==> src/rtl/csc_pkg.sv <==
package csc_pkg;
  localparam int NCH        = 3;
  localparam int CH_W       = 8;
  localparam int PIX_W      = NCH * CH_W;
  localparam int RAW_W      = 16;
  localparam int REG_W      = 2 * RAW_W;
  localparam int CFRAC      = 12;
  localparam int COEF_W     = CFRAC + 1;
  localparam int PRE_W      = 10;
  localparam int POST_W     = 13;
  localparam int OFRAC      = 13;
  localparam int X_W        = PRE_W + 1;
  localparam int PROD_W     = X_W + COEF_W + 1;
  localparam int ACC_W      = PROD_W + 2;
  localparam int T_W        = ACC_W + 3;
  localparam int BLANK_LIFT = 16 << OFRAC;
  localparam int ROUND_HALF = 1 << (OFRAC - 1);
  localparam int CH_MAX     = (1 << CH_W) - 1;

  localparam logic [RAW_W-1:0] UNITY_CODE = 16'h7800;

  localparam int PRE_ADDR  = 2 * NCH;
  localparam int POST_BASE = PRE_ADDR + 1;
  localparam int MODE_ADDR = POST_BASE + NCH;

  typedef struct packed {
    logic [NCH-1:0][NCH-1:0][RAW_W-1:0] coef;
    logic [NCH-1:0][PRE_W-1:0]          pre;
    logic [NCH-1:0][POST_W-1:0]         post;
    logic                               lift;
  } csc_cfg_t;

  function automatic csc_cfg_t cfg_identity();
    csc_cfg_t c;
    c = '0;
    for (int i = 0; i < NCH; i++) c.coef[i][i] = UNITY_CODE;
    return c;
  endfunction

  function automatic logic [COEF_W-1:0] coef_decode(logic [RAW_W-1:0] raw);
    if (raw == UNITY_CODE)
      return COEF_W'(1 << CFRAC);
    else if (raw[RAW_W-1:CFRAC] == '0)
      return COEF_W'(raw[CFRAC-1:0]);
    else
      return '0;
  endfunction
endpackage

==> src/rtl/csc_cfg_regs.sv <==
module csc_cfg_regs
  import csc_pkg::*;
#(
  parameter int ADDR_W = 4
) (
  input  logic              clk,
  input  logic              rst,
  input  logic              wr_en,
  input  logic [ADDR_W-1:0] wr_addr,
  input  logic [REG_W-1:0]  wr_data,
  input  logic              frame_start,
  output csc_cfg_t          active
);
  csc_cfg_t shadow;

  always_ff @(posedge clk) begin
    if (rst) begin
      shadow <= cfg_identity();
      active <= cfg_identity();
    end else begin
      if (frame_start) active <= shadow;
      if (wr_en) begin
        for (int r = 0; r < NCH; r++) begin
          if (wr_addr == ADDR_W'(2 * r)) begin
            shadow.coef[r][0] <= wr_data[REG_W-1:RAW_W];
            shadow.coef[r][1] <= wr_data[RAW_W-1:0];
          end
          if (wr_addr == ADDR_W'(2 * r + 1))
            shadow.coef[r][2] <= wr_data[REG_W-1:RAW_W];
          if (wr_addr == ADDR_W'(PRE_ADDR))
            shadow.pre[r] <= wr_data[r*PRE_W +: PRE_W];
          if (wr_addr == ADDR_W'(POST_BASE + r))
            shadow.post[r] <= wr_data[POST_W-1:0];
        end
        if (wr_addr == ADDR_W'(MODE_ADDR)) shadow.lift <= wr_data[0];
      end
    end
  end

  AST_ACTIVE_HELD: assert property (@(posedge clk) disable iff (rst)
    !frame_start |=> $stable(active))
    else $error("active settings changed without frame strobe");
endmodule

==> src/rtl/csc_preoff.sv <==
module csc_preoff
  import csc_pkg::*;
(
  input  logic                      clk,
  input  logic                      adv,
  input  logic [PIX_W-1:0]          pix,
  input  logic [NCH-1:0][PRE_W-1:0] pre,
  output logic [NCH-1:0][X_W-1:0]   x1
);
  always_ff @(posedge clk) begin
    if (adv) begin
      for (int c = 0; c < NCH; c++)
        x1[c] <= {{(X_W-CH_W){1'b0}}, pix[(NCH-1-c)*CH_W +: CH_W]}
               + {{(X_W-PRE_W){pre[c][PRE_W-1]}}, pre[c]};
    end
  end
endmodule

==> src/rtl/csc_row.sv <==
module csc_row
  import csc_pkg::*;
(
  input  logic                       clk,
  input  logic                       adv,
  input  logic [NCH-1:0][X_W-1:0]    x1,
  input  logic [NCH-1:0][COEF_W-1:0] coef,
  input  logic [POST_W-1:0]          post,
  input  logic                       lift,
  output logic [CH_W-1:0]            y
);
  logic signed [PROD_W-1:0] prod [NCH];
  logic [ACC_W-1:0] acc_d, acc;
  logic [T_W-1:0]   post_ext, lift_t, tsum, q;
  logic [CH_W-1:0]  y_d;

  always_comb begin
    acc_d = '0;
    for (int c = 0; c < NCH; c++) begin
      prod[c] = PROD_W'($signed(x1[c])) * PROD_W'($signed({1'b0, coef[c]}));
      acc_d   = acc_d + {{(ACC_W-PROD_W){prod[c][PROD_W-1]}}, prod[c]};
    end
  end

  always_comb begin
    post_ext = {{(T_W-POST_W){post[POST_W-1]}}, post};
    lift_t   = lift ? T_W'(BLANK_LIFT) : (post_ext << CH_W) - post_ext;
    tsum     = ({{(T_W-ACC_W){acc[ACC_W-1]}}, acc} << (OFRAC - CFRAC))
             + lift_t + T_W'(ROUND_HALF);
    q        = T_W'($signed(tsum) >>> OFRAC);
    if (q[T_W-1])                y_d = '0;
    else if (q > T_W'(CH_MAX))   y_d = '1;
    else                         y_d = q[CH_W-1:0];
  end

  always_ff @(posedge clk) begin
    if (adv) begin
      acc <= acc_d;
      y   <= y_d;
    end
  end
endmodule

==> src/rtl/csc_pipe.sv <==
module csc_pipe
  import csc_pkg::*;
#(
  parameter int ADDR_W = 4
) (
  input  logic              clk,
  input  logic              rst,
  input  logic              cfg_wr_en,
  input  logic [ADDR_W-1:0] cfg_wr_addr,
  input  logic [REG_W-1:0]  cfg_wr_data,
  input  logic              frame_start,
  input  logic              in_valid,
  output logic              in_ready,
  input  logic [PIX_W-1:0]  in_pix,
  output logic              out_valid,
  input  logic              out_ready,
  output logic [PIX_W-1:0]  out_pix
);
  csc_cfg_t active;
  logic [NCH-1:0][NCH-1:0][COEF_W-1:0] cdec;
  logic [NCH-1:0][X_W-1:0] x1;
  logic [NCH-1:0][CH_W-1:0] y_row;
  logic v1, v2, v3, adv;

  assign adv       = out_ready || !v3;
  assign in_ready  = adv;
  assign out_valid = v3;

  always_ff @(posedge clk) begin
    if (rst) begin
      v1 <= 1'b0; v2 <= 1'b0; v3 <= 1'b0;
    end else if (adv) begin
      v1 <= in_valid; v2 <= v1; v3 <= v2;
    end
  end

  csc_cfg_regs #(.ADDR_W(ADDR_W)) u_cfg (
    .clk(clk), .rst(rst), .wr_en(cfg_wr_en), .wr_addr(cfg_wr_addr),
    .wr_data(cfg_wr_data), .frame_start(frame_start), .active(active)
  );

  always_comb begin
    for (int r = 0; r < NCH; r++)
      for (int c = 0; c < NCH; c++)
        cdec[r][c] = coef_decode(active.coef[r][c]);
  end

  csc_preoff u_pre (
    .clk(clk), .adv(adv), .pix(in_pix), .pre(active.pre), .x1(x1)
  );

  for (genvar r = 0; r < NCH; r++) begin : g_row
    csc_row u_row (
      .clk(clk), .adv(adv), .x1(x1), .coef(cdec[r]),
      .post(active.post[r]), .lift(active.lift), .y(y_row[r])
    );
    assign out_pix[(NCH-1-r)*CH_W +: CH_W] = y_row[r];
  end

  AST_OUT_HOLD: assert property (@(posedge clk) disable iff (rst)
    out_valid && !out_ready |=> out_valid)
    else $error("output valid dropped under stall");
  AST_OUT_STABLE: assert property (@(posedge clk) disable iff (rst)
    out_valid && !out_ready |=> $stable(out_pix))
    else $error("output pixel changed under stall");
  AST_LATENCY3: assert property (@(posedge clk) disable iff (rst)
    $past(in_valid && in_ready, 3) && $past(!rst, 3) && $past(!rst, 2) &&
    $past(!rst, 1) && $past(out_ready, 2) && $past(out_ready, 1) |-> out_valid)
    else $error("pixel not delivered after three edges");
  AST_RESET_IDLE: assert property (@(posedge clk)
    $past(rst) |-> !out_valid)
    else $error("output valid right after reset");
endmodule

==> config.mk <==
export PLATFORM = sky130hd
export DESIGN_NAME = csc_pipe
export DESIGN_NICKNAME = d
export VERILOG_FILES = /design/src/rtl/csc_pkg.sv /design/src/rtl/csc_cfg_regs.sv /design/src/rtl/csc_preoff.sv /design/src/rtl/csc_row.sv /design/src/rtl/csc_pipe.sv
export SDC_FILE = /design/constraint.sdc
export NUM_CORES = 2
export LEC_CHECK = 0
export ABC_AREA = 1
export BUFFER_PORTS_ARGS = -buffer_cell sky130_fd_sc_hd__buf_2
export CAP_MARGIN = 5
export CORE_MARGIN = 3
export CORE_UTILIZATION = 50
export DETAILED_ROUTE_END_ITERATION = 7
export PLACE_DENSITY_LB_ADDON = 0.25
export SLEW_MARGIN = 20
export SYNTH_ARGS = -nofsm -noshare
export SYNTH_HDL_FRONTEND = slang
export SYNTH_SLANG_ARGS = --single-unit
==> constraint.sdc <==
create_clock -name clk -period 11.4 [get_ports clk]
set_input_delay 1.14 -clock clk [delete_from_list [all_inputs] [get_ports clk]]
set_output_delay 1.14 -clock clk [all_outputs]
set_load 0.03 [all_outputs]
==> summary.txt <==
======================================================================================================
Unrepaired setup endpoints after global routing                                                  false
Maximum buffer depth of the clock tree                                                               3
Seq pwr share                                                                                    0.206
Routed length on met3                                                                        23,000 um
Max FO, Critical Path                                                                               10
Worst IR Drop VDD                                                                               138 uV
Largest incremental delay on the critical path                                                  740 ps
Die extent in x                                                                                 397 um
Post-synthesis sequential area ratio                                                             0.167
DRC viols                                                                                            0
Syn nets                                                                                        11,900
Signal arrival time at the worst endpoint                                                      9660 ps
Number of setup violations in the final report                                                       0
Power spent charging and discharging nets                                                      6.31 mW
Crit share post-route                                                                            0.810
Setup crit end                                                                            g_row[1].u_row.acc[26]$_DFFE_PP_
Clock period minus final worst setup slack                                                     9230 ps
Average wire length per cell after detail routing                                              20.1 um
Cts-stage hold buffer count                                                                          0
CP max stage cell                                                                         sky130_fd_sc_hd__nor2_1
Routed length on met2                                                                       105,000 um
Part of the power in the clock network                                                           0.185
Overall track demand over capacity in global routing                                             0.306
Launch point of the critical path                                                         u_cfg.active[133]$_SDFFE_PP0P_
Clock tree from TritonCTS                                                                        built
Sink Count                                                                                         569
DIE AREA                                                                                     0.158 mm2
Final net count                                                                                 11,900
Max frequency                                                                                  108 MHz
Number of enable flip-flop cells after synthesis                                                   138
Length of the first detailed-routing pass in iterations                                              6
PwrDens                                                                                     155 mW/mm2
Remaining number of nets flagged by the antenna check after routing                                  0
Total I/O pin count                                                                                 92
Post-route total power                                                                         12.7 mW
Type of the most critical hold path                                                       flip-flop to flip-flop
Share of flip-flops with an asynchronous set or reset after synthesis                                0
Pleak                                                                                          43.2 nW
Class of the most critical setup path                                                     flip-flop to flip-flop
Result of the run                                                                         finished, final reports clean
Buffer type at the clock tree root                                                        sky130_fd_sc_hd__clkbuf_16
Effective utilization at floorplan                                                               0.507
Buffers inserted during post-CTS setup optimization                                                  0
Via count of the first global-routing pass                                                      65,300
Yosys cell types                                                                                    54
Via count                                                                                       64,800
Capturing point of the worst reg2reg path                                                 g_row[1].u_row.acc[26]$_DFFE_PP_
Setup clock skew after layout                                                                  37.1 ps
Count of warnings emitted by yosys                                                                   0
Clock transition at the register clock pins on the worst setup and hold paths after CTS          60 ps
Most frequent cell on the critical path                                                   sky130_fd_sc_hd__fa_1
Origin of the critical flop-to-flop path                                                  u_cfg.active[133]$_SDFFE_PP0P_
Register bit count reported by yosys                                                               569
Number of buffers inserted during clock tree synthesis                                              70
Detailed-route wire length on metal 1                                                        99,600 um
Endpoint kind of the worst setup timing path                                                 flip-flop
Most instantiated flip-flop cell in the synthesis netlist                                 sky130_fd_sc_hd__dfxtp_1
Last weighted congestion value of the routability-driven placer                                   1.01
Die Y                                                                                           397 um
Post-Synthesis Mean Instance Area                                                             7.72 um2
Antenna violations before repair                                                                    10
Post-detailed-placement half-perimeter wirelength                                           193,000 um
Share of post-route cells with drive strength above 1                                           0.0358
Area of the mapped netlist                                                                  0.0765 mm2
Max-cap viol count                                                                                   0
Total wire length after detailed routing                                                    240,000 um
Number of standard cells after synthesis                                                         9,909
Combinational share of power                                                                     0.608
First-pass GRT wire length                                                                  373,000 um
Setup tns final                                                                                   0 ps
Sw Share                                                                                         0.498
Worst reg2reg setup slack                                                                      2170 ps
Detailed Route Iter0 Violations                                                                  5,531
Aggregate global routing overflow                                                                    0
Largest net degree at the start of global routing                                                  138
Layout overhead on the synthesized area                                                          6.48%
Cell internal pwr                                                                              6.35 mW
Worst hold margin                                                                               457 ps
Clk_lat worst skew                                                                              700 ps
Worst relative slew slack                                                                        0.240
Std cell rows                                                                                      142
Transition time of the tightest slew-check pin                                                 1140 ps
Count of port buffers added during placement                                                        91
Number of vias per cell after detailed routing                                                    5.42
Worst r2r path cells                                                                                33
Number of H-tree levels                                                                              3
Required arrival time at the worst endpoint                                                  11,830 ps
Count of final hold-check violations                                                                 0
Post-cts repair resize count                                                                         0
Uppermost layer routed                                                                            met5
Core Area                                                                                    0.151 mm2
Kind of launch point of the worst setup path                                                 flip-flop
Max-slew violation count                                                                             0
======================================================================================================
==> synth_stat cells, drive strengths merged, types with 138 or more instances <==
cell    count  area share
fa       1029        0.27
nor2     1494       0.074
dfxtp     431        0.11
nand2    1701       0.084
a21oi     524       0.035
o21ai     578       0.038
nand3     175       0.012
ha        903        0.15
edfxtp    138       0.054
inv      2075        0.10
xor2      171       0.020
clkbuf    233       0.011
==> worst min-delay path by stage <==
stage,depth (start not counted),end,from
floorplan,2,u_cfg.shadow[145]$_SDFFE_PP1P_,u_cfg.shadow[145]$_SDFFE_PP1P_
global placement,2,u_cfg.shadow[146]$_SDFFE_PP1P_,u_cfg.shadow[146]$_SDFFE_PP1P_
detailed placement,2,u_cfg.shadow[147]$_SDFFE_PP1P_,u_cfg.shadow[147]$_SDFFE_PP1P_
CTS,2,u_cfg.shadow[70]$_SDFFE_PP0P_,u_cfg.shadow[70]$_SDFFE_PP0P_
global route,2,u_cfg.active[72]$_SDFFE_PP0P_,u_cfg.shadow[72]$_SDFFE_PP0P_
finish,2,u_cfg.shadow[82]$_SDFFE_PP1P_,u_cfg.shadow[82]$_SDFFE_PP1P_
==> worst max-delay path: cells and delay by family, from the launching register on <==
kind                       cells  cell delay, ps
AOI/OAI and AO/OA              6            1180
xor gates and xnor gates       1             310
adders and majority gates      9            4170
buffers and inverters          4             340
DFF                            1             320
and+or+nand+nor               13            2690
==> per-stage QoR <==
stage	utilization	setup WS (ps)	std cells	instance area, um2
floorplan	-	3580	9909	76500
global placement	0.524	2320	11800	79000
detailed placement	0.524	2210	11800	79000
CTS	0.540	2170	11900	81400
global route	0.540	1620	11900	81400
finish	0.540	2170	12000	81500
==> placed cells by master, fill, tap and decap left out, drive strengths merged, types with 2 or more instances in the layout <==
cell and n:
nor2 1494, a21boi 13, o21a 9, xnor2 87, o21ai 578, nand4 67
nand3 175, a31oi 38, o221ai 2, diode 13, nor3 49, or2 4
a21o 27, and3 3, xor2 171, a21oi 524, fa 1029, o21bai 40
dfxtp 431, inv 2086, ha 903, nand2 1701, nand3b 7, a211oi 8
bufinv 4, clkbuf 90, and2 5, clkinvlp 7, edfxtp 138, o211a 2
nor4 31, buf 153, clkinv 31, o211ai 12, o31ai 4
==> cells by family after synthesis <==
family                     after synthesis  share of synthesized area
buffers and inverters                 2351                      0.115
AOI/OAI and AO/OA                     1261                     0.0878
and+or+nand+nor                       3538                      0.183
xor gates and xnor gates               258                     0.0295
DFF                                    569                      0.167
adders and majority gates             1932                      0.417
==> sequential cells by signal, indices dropped and copies added, names as in the netlist <==
| name | count |
|---|---|
| g_row.u_row.y | 24 |
| u_pre.x1 | 33 |
| out_valid | 1 |
| u_cfg.shadow | 214 |
| v1 | 1 |
| u_cfg.active | 214 |
| v2 | 1 |
| g_row.u_row.acc | 81 |
==> layout make-up <==
cell class	count	area (um2)
Clock buffer	90	1940
Antenna cell	13	32.5
Clock inverter	39	490
Inverter	2089	7860
Multi-Input combinational cell	6989	54900
Tap cell	2016	2520
Sequential cell	569	12800
Timing Repair Buffer	153	923
Fill cell	14400	69400
==> power groups by stage <==
stage | sequential, mW | clock, mW | combinational (mW)
after floorplan | 2.67 | 0 | 5.35
after global placement | 2.65 | 0 | 7.52
after detailed placement | 2.65 | 0 | 7.59
after CTS | 2.61 | 2.39 | 7.64
after global routing | 2.63 | 2.47 | 8.63
final | 2.61 | 2.35 | 7.70
==> routing by layer <==
metal,up-vias,GRT usage
li1,30400,-
met1,31400,0.406
met2,2599,0.478
met3,478,0.0725
met4,2,0.133
met5,-,0
Note: power is estimated with default switching activity, not from simulation.
